<file path="src/rtl/illum_pkg.sv">
package illum_pkg;

   // Counter width for a modulo-n counter, at least one bit.
   function automatic int cnt_width(input int n);
      return (n > 1) ? $clog2(n) : 1;
   endfunction

endpackage

</file>
<file path="src/rtl/illum_mod_counter.sv">
module illum_mod_counter #(
   parameter int DIV = 100
) (
   input  logic clk,
   input  logic rst_n,
   input  logic en,
   output logic term
);
   localparam int CNT_W = illum_pkg::cnt_width(DIV);

   if (DIV < 1) begin : g_bad_div
      $error("illum_mod_counter: DIV must be at least 1");
   end

   if (DIV == 1) begin : g_pass
      // Divide-by-one: every enable is a terminal count.
      assign term = en;
   end else begin : g_count
      logic [CNT_W-1:0] cnt_q;
      logic             at_top;

      assign at_top = (cnt_q == CNT_W'(DIV - 1));
      assign term   = en && at_top;

      always_ff @(posedge clk or negedge rst_n) begin
         if (!rst_n) begin
            cnt_q <= '0;
         end else if (en) begin
            cnt_q <= at_top ? '0 : cnt_q + 1'b1;
         end
      end
   end

endmodule

</file>
<file path="src/rtl/illum_onehot_dec_n.sv">
module illum_onehot_dec_n #(
   parameter int SEL_W = 3
) (
   input  logic [SEL_W-1:0]      sel,
   output logic [(1<<SEL_W)-1:0] dec_n
);
   localparam int N_OUT = 1 << SEL_W;

   if (SEL_W < 1) begin : g_bad_w
      $error("illum_onehot_dec_n: SEL_W must be at least 1");
   end

   for (genvar i = 0; i < N_OUT; i++) begin : g_line
      assign dec_n[i] = (sel != SEL_W'(i));
   end

endmodule

</file>
<file path="src/rtl/illum_window_seq.sv">
module illum_window_seq #(
   parameter int PRE_A_DIV = 100,
   parameter int PRE_B_DIV = 625,
   parameter int SLOT_W    = 3,
   parameter int ON_SLOTS  = 5
) (
   input  logic                   clk,
   input  logic                   rst_n,
   output logic                   slot_tick,
   output logic [SLOT_W-1:0]      slot_idx,
   output logic [(1<<SLOT_W)-1:0] slot_sel_n,
   output logic                   illum_n,
   output logic                   frame_start
);
   localparam int          N_SLOT   = 1 << SLOT_W;
   localparam logic [SLOT_W-1:0] SLOT_MAX = SLOT_W'(N_SLOT - 1);

   if (ON_SLOTS < 1 || ON_SLOTS >= N_SLOT) begin : g_bad_on
      $error("illum_window_seq: ON_SLOTS must lie in 1..2**SLOT_W-1");
   end
   if (PRE_A_DIV < 1 || PRE_B_DIV < 1) begin : g_bad_pre
      $error("illum_window_seq: prescaler divisors must be at least 1");
   end

   logic stage_a_term;
   logic tick;
   logic [SLOT_W-1:0] slot_q;
   logic frame_q;

   illum_mod_counter #(.DIV(PRE_A_DIV)) u_pre_a (
      .clk   (clk),
      .rst_n (rst_n),
      .en    (1'b1),
      .term  (stage_a_term)
   );

   illum_mod_counter #(.DIV(PRE_B_DIV)) u_pre_b (
      .clk   (clk),
      .rst_n (rst_n),
      .en    (stage_a_term),
      .term  (tick)
   );

   always_ff @(posedge clk or negedge rst_n) begin
      if (!rst_n) begin
         slot_q  <= '0;
         frame_q <= 1'b0;
      end else begin
         frame_q <= tick && (slot_q == SLOT_MAX);
         if (tick) begin
            slot_q <= slot_q + 1'b1;
         end
      end
   end

   illum_onehot_dec_n #(.SEL_W(SLOT_W)) u_dec (
      .sel   (slot_q),
      .dec_n (slot_sel_n)
   );

   // Gate is the AND of the active-low lines of the window slots.
   assign illum_n     = &slot_sel_n[ON_SLOTS-1:0];
   assign slot_tick   = tick;
   assign slot_idx    = slot_q;
   assign frame_start = frame_q;

endmodule

</file>
<file path="config.mk">
export PLATFORM = sky130hd
export DESIGN_NAME = illum_window_seq
export DESIGN_NICKNAME = d
export VERILOG_FILES = /design/src/rtl/illum_pkg.sv /design/src/rtl/illum_mod_counter.sv /design/src/rtl/illum_onehot_dec_n.sv /design/src/rtl/illum_window_seq.sv
export SDC_FILE = /design/constraint.sdc
export NUM_CORES = 1
export LEC_CHECK = 0
export BUFFER_PORTS_ARGS = -buffer_cell sky130_fd_sc_hd__buf_2
export CAP_MARGIN = 15
export CORE_UTILIZATION = 45
export CTS_BUF_LIST = sky130_fd_sc_hd__clkbuf_4 sky130_fd_sc_hd__clkbuf_8
export CTS_CLUSTER_DIAMETER = 50
export DETAILED_ROUTE_END_ITERATION = 7
export PLACE_DENSITY_LB_ADDON = 0.08
export SYNTH_ARGS = -nofsm -noshare
export SYNTH_HDL_FRONTEND = slang
export SYNTH_HIERARCHICAL = 1
export SYNTH_SLANG_ARGS = --single-unit
</file>
<file path="constraint.sdc">
create_clock -name clk -period 7.1 [get_ports clk]
set_input_delay 1.42 -clock clk [delete_from_list [all_inputs] [get_ports clk]]
set_output_delay 1.42 -clock clk [all_outputs]
set_load 0.05 [all_outputs]
</file>
Yosys cells after proc, flatten, opt, wreduce, memory -nomap -nowiden
Cells that the tools add are included.
{"block": "classes", "eq_ne": 10, "reduce_logical": 4, "muxes": 2, "n_addsub": 3}
{"op": "$ne A3 B3 Y1 const B", "n": 4}
{"op": "$add A10 B1 Y10 const B", "n": 1}
{"op": "$eq A10 B10 Y1 const B", "n": 1}
{"op": "$mux W10", "n": 1}
{"op": "$add A7 B1 Y7 const B", "n": 1}
{"op": "$eq A7 B7 Y1 const B", "n": 1}
{"op": "$mux W7", "n": 1}
{"op": "$ne A3 B2 Y1 const B", "n": 2}
{"op": "$reduce_and A5 Y1", "n": 1}
{"op": "$add A3 B1 Y3 const B", "n": 1}
{"op": "$eq A3 B3 Y1 const B", "n": 1}
{"op": "$ne A3 B1 Y1 const B", "n": 1}
{"op": "$reduce_bool A3 Y1", "n": 1}
{"op": "$logic_and A1 B1 Y1", "n": 2}
{"block": "totals", "inputBits": 2, "reg_bits": 21, "word_cells": 23, "output_inout_bits": 14}

Logic depth before layout (Yosys ltp)
{"block": "depth", "word_depth": 3, "mapped_depth": 7, "depth_no_buf": 7}

Hierarchy
The synthesis kept the hierarchy.
{"module": "illum_mod_counter (u_pre_b)", "seq_area_each_um2": 250.2, "area_each_um2": 520.5, "cells_each": 54, "instances": 1}
{"module": "illum_mod_counter (u_pre_a)", "seq_area_each_um2": 175.2, "area_each_um2": 356.6, "cells_each": 35, "instances": 1}
{"module": "illum_window_seq", "seq_area_each_um2": 100.1, "area_each_um2": 180.2, "cells_each": 14, "instances": 1}
{"module": "illum_onehot_dec_n", "seq_area_each_um2": 0.0, "area_each_um2": 60.1, "cells_each": 8, "instances": 1}

Worst setup path before layout
No wires, ideal clock.
{"block": "synth_path", "path_type": "register -> output", "from": "register u_pre_a.g_count.cnt_q[4]", "to": "output slot_tick", "arrival_time_ns": 2.373, "slack_ns": 3.307, "path_buffers": 0, "t_required_ns": 5.680, "path_stages_with_launch": 5, "cell_sequence": "dfrtp_1 nand4bb_1 nor3_1 nand4_1 nor2_1"}
{"block": "synth_via", "elab_chain_cells": 2}
{"element": "start: declaration", "line": "illum_mod_counter.sv:19", "rtl": "logic [CNT_W-1:0] cnt_q;"}
{"element": "start signal: assignment", "line": "illum_mod_counter.sv:29", "rtl": "cnt_q <= at_top ? '0 : cnt_q + 1'b1;"}
{"element": "$eq A7 B7 Y1", "line": "illum_mod_counter.sv:22", "rtl": "assign at_top = (cnt_q == CNT_W'(DIV - 1));"}
{"element": "net stage_a_term", "line": "illum_window_seq.sv:25", "rtl": "logic stage_a_term;"}
{"element": "$logic_and A1 B1 Y1", "line": "illum_mod_counter.sv:23", "rtl": "assign term = en && at_top;"}
{"element": "end: declaration", "line": "illum_window_seq.sv:9", "rtl": "output logic slot_tick,"}
The timed path passes the listed nets, and every way through them passes these cells.

Final worst setup path
{"block": "layout_path", "from": "register u_pre_a.g_count.cnt_q[3]", "to": "output slot_tick"}
Same word-level chain as after synthesis.

==> results.yml <==
synth:
  syn_inst: 111
  ys_async_sr_fraction_pct: 100
  synthTopCellsByCount: "dfrtp_1 (21), nand2_1 (10), nand3_1 (8)"
  synth_cell_type_count: 34
  synth-edff-count: 0
  synth_top_cell_by_area: "dfrtp_1"
  synth_area_mm2: 0.00112
  synth_area_leaders: "dfrtp_1 (47%), ha_1 (5.6%), nand3_1 (3.6%)"
  postSynthAreaPerCell_um2: 10.1
  yosysSeqAreaShare_pct: 47.0
  synth_seq_cells: 21
  yosysMostFrequentCell: "dfrtp_1"
  synth_top_area_share_pct: 47.0
  ys.flop_type: "dfrtp_1"
  yosys_warnings: 6
  synth.net_count: 118
cells_and_area:
  area_growth_pct: 11.4
  drive_above_1_share_pct: 19.5
  postLayoutCellArea_mm2: 0.00124
  fin_nets: 136
  antennaDiodeCount: 0
sta:
  layout_worst_path_cycle_share_pct: 59.5
  relSlewSlack_pct: 39.6
  worstMarginPinSlew_ps: 898
  maxSlewViolCount: 0
  fin_crit_ps: 4230
  rsz0062_at_grt: "false"
  hold_viol_final: 0
  setup-tns-final_ps: 0
  fin_skew_ps: 9.32
  max_clock_freq_ghz: 0.237
  setup_violations: 0
clock_tree:
  htreeDepth: 1
  root_buffer: "clkbuf_4"
  worstSkewPairLatency_ps: 300
  cts_tree: "built"
  clkSlewWorstSetupHoldPaths_ps: 110
  cts_buffer_depth: 2
  cts_resized: 0
  cts.hold.buffers_added: 0
  cts_sinks: 21
  post_cts_buffers: 0
  cts_buffers: 3
worst_setup_path:
  r2r_cells: 5
  r2r-end: "slot_idx[2]"
  timing.rr.start: "u_pre_a/g_count.cnt_q[3]"
  regToRegSetupSlack_ps: 4450
  cp.arrival_ps: 2810
  startpoint: "u_pre_a/g_count.cnt_q[3]"
  endpoint_kind: "primary output"
  start_kind: "flop"
  path_class: "flop to primary output"
  worst_ep_required_time_ps: 5680
  crit_end: "slot_tick"
  crit_fanout: 10
floorplan:
  num_rows: 17
  fp.dieArea_mm2: 0.00269
  die_x_um: 51.8
  die_h_um: 51.8
  ios: 16
  core-area_mm2: 0.00228
  start_util_pct: 49.1
drt:
  wl_per_cell_um: 11.5
  drt_iter0_drc: 14
  drt_pass1_iterations: 4
  finalWirelength_mm: 1.80
  vias: 838
  drtAntennaViolNets: 0
  post-route-drc-count: 0
  routed_via_density: 5.37
run_status:
  outcome: "completed"
worst_hold_path:
  min_from: "u_pre_b/g_count.cnt_q[8]"
  worst_hold_path_type: "flop to flop"
  holdPathStages: 1
global_routing:
  grt_usage_pct: 15.9
  antenna_found_initial: 0
  grt_pass1_vias: 737
  grt_max_degree: 22
  grt_pass1_wl_mm: 3.10
  grt-ovfl-total: 0
power:
  peakVddDrop_v: 0.000164
  p_leak_uw: 0.000593
  p_per_area_mw_per_mm2: 187
flow_run:
  cap_violations: 0
placement:
  gp_congestion: 0.771
  io_buffers: 15
  dpl_cell_area_mm2: 0.00121
  post-dp-hpwl_mm: 1.38
==> worst min path at each step <==
stage / end / slack, ps
6_report: u_pre_b/g_count.cnt_q[8] / 540
5_1_grt: u_pre_b/g_count.cnt_q[8] / 570
4_1_cts: u_pre_b/g_count.cnt_q[8] / 540
3_5_place_dp: u_pre_b/g_count.cnt_q[8] / 530
3_3_place_gp: u_pre_b/g_count.cnt_q[8] / 500
2_1_floorplan: u_pre_b/g_count.cnt_q[8] / 490
==> metal layers <==
layer	share of wire (%)	GRT usage [%]
met5	0	0
met4	1.3	5.41
met3	4.6	5.26
met2	43	25.6
met1	51	19.7
==> critical path: stages, from the launching register on <==
cell	delay [ps]
dfrtp_1	440
nand4bb_1	240
nor3_1	760
nand4_1	300
nor2_1	430
buf_2	350
==> cell families (layout without fill, tap and decap cells) <==
| kind of cell | after synthesis | count (layout) | synth area share (%) |
|---|---|---|---|
| AND/OR/NAND/NOR | 53 | 53 | 28.8 |
| buffers and inverters | 7 | 24 | 2.80 |
| flip-flops | 21 | 21 | 47.0 |
| adder cells (fa/ha/maj) | 5 | 5 | 5.60 |
| XOR/XNOR | 7 | 7 | 5.49 |
| multiplexers | 3 | 3 | 2.91 |
| AO/OA/AOI/OAI | 14 | 14 | 7.06 |
| other | 1 | 1 | 0.336 |
==> cell type report <==
cell class              count  area (um^2)
multi-input cells          83          561
well taps                  28         35.0
inverters                   5         18.8
clock buffers               4         30.0
flip-flops and latches     21          526
repair buffers             15         75.1
fillers                   206         1030
==> stage by stage <==
| step | setup slack, ps | hold WS (ps) | total power (uW) | cells | utilization [%] |
|---|---|---|---|---|---|
| after floorplan | 3310 | 485 | 168 | 111 | - |
| after global placement | 3320 | 505 | 175 | 152 | 53.4 |
| after detailed placement | 3200 | 526 | 176 | 152 | 53.4 |
| after CTS | 2850 | 541 | 237 | 156 | 54.7 |
| after global routing | 2580 | 573 | 250 | 156 | 54.7 |
| final | 2870 | 539 | 232 | 156 | 54.7 |
==> registers in the layout, summed over array words and instances (netlist names) <==
signal / cells
slot_idx: 3
u_pre_b/g_count.cnt_q: 10
u_pre_a/g_count.cnt_q: 7
frame_start: 1
==> report_power, final <==
group | switching, uW | total [uW] | internal [uW] | leakage (uW)
clock network | 32.9 | 58.6 | 25.7 | 0.0000184
logic | 12.1 | 25.9 | 13.8 | 0.000311
registers | 16.5 | 148 | 131 | 0.000264
total | 61.5 | 232 | 171 | 0.000593
==> placed cells by master, fill, tap and decap left out, drive strengths merged, types with 3 or more instances in the layout <==
| master | netlist | layout |
|---|---|---|
| a21oi | 4 | 4 |
| buf | 2 | 15 |
| clkbuf | 0 | 4 |
| dfrtp | 21 | 21 |
| ha | 5 | 5 |
| inv | 5 | 5 |
| nand2 | 10 | 10 |
| nand2b | 4 | 4 |
| nand3 | 8 | 8 |
| nand3b | 3 | 3 |
| nand4 | 6 | 6 |
| nor2 | 5 | 5 |
| nor3 | 3 | 3 |
| o21ai | 5 | 5 |
| or3 | 3 | 3 |
| or3b | 3 | 3 |
| xnor2 | 3 | 3 |
| xor2 | 4 | 4 |
Power figures use the tool's default switching activity.
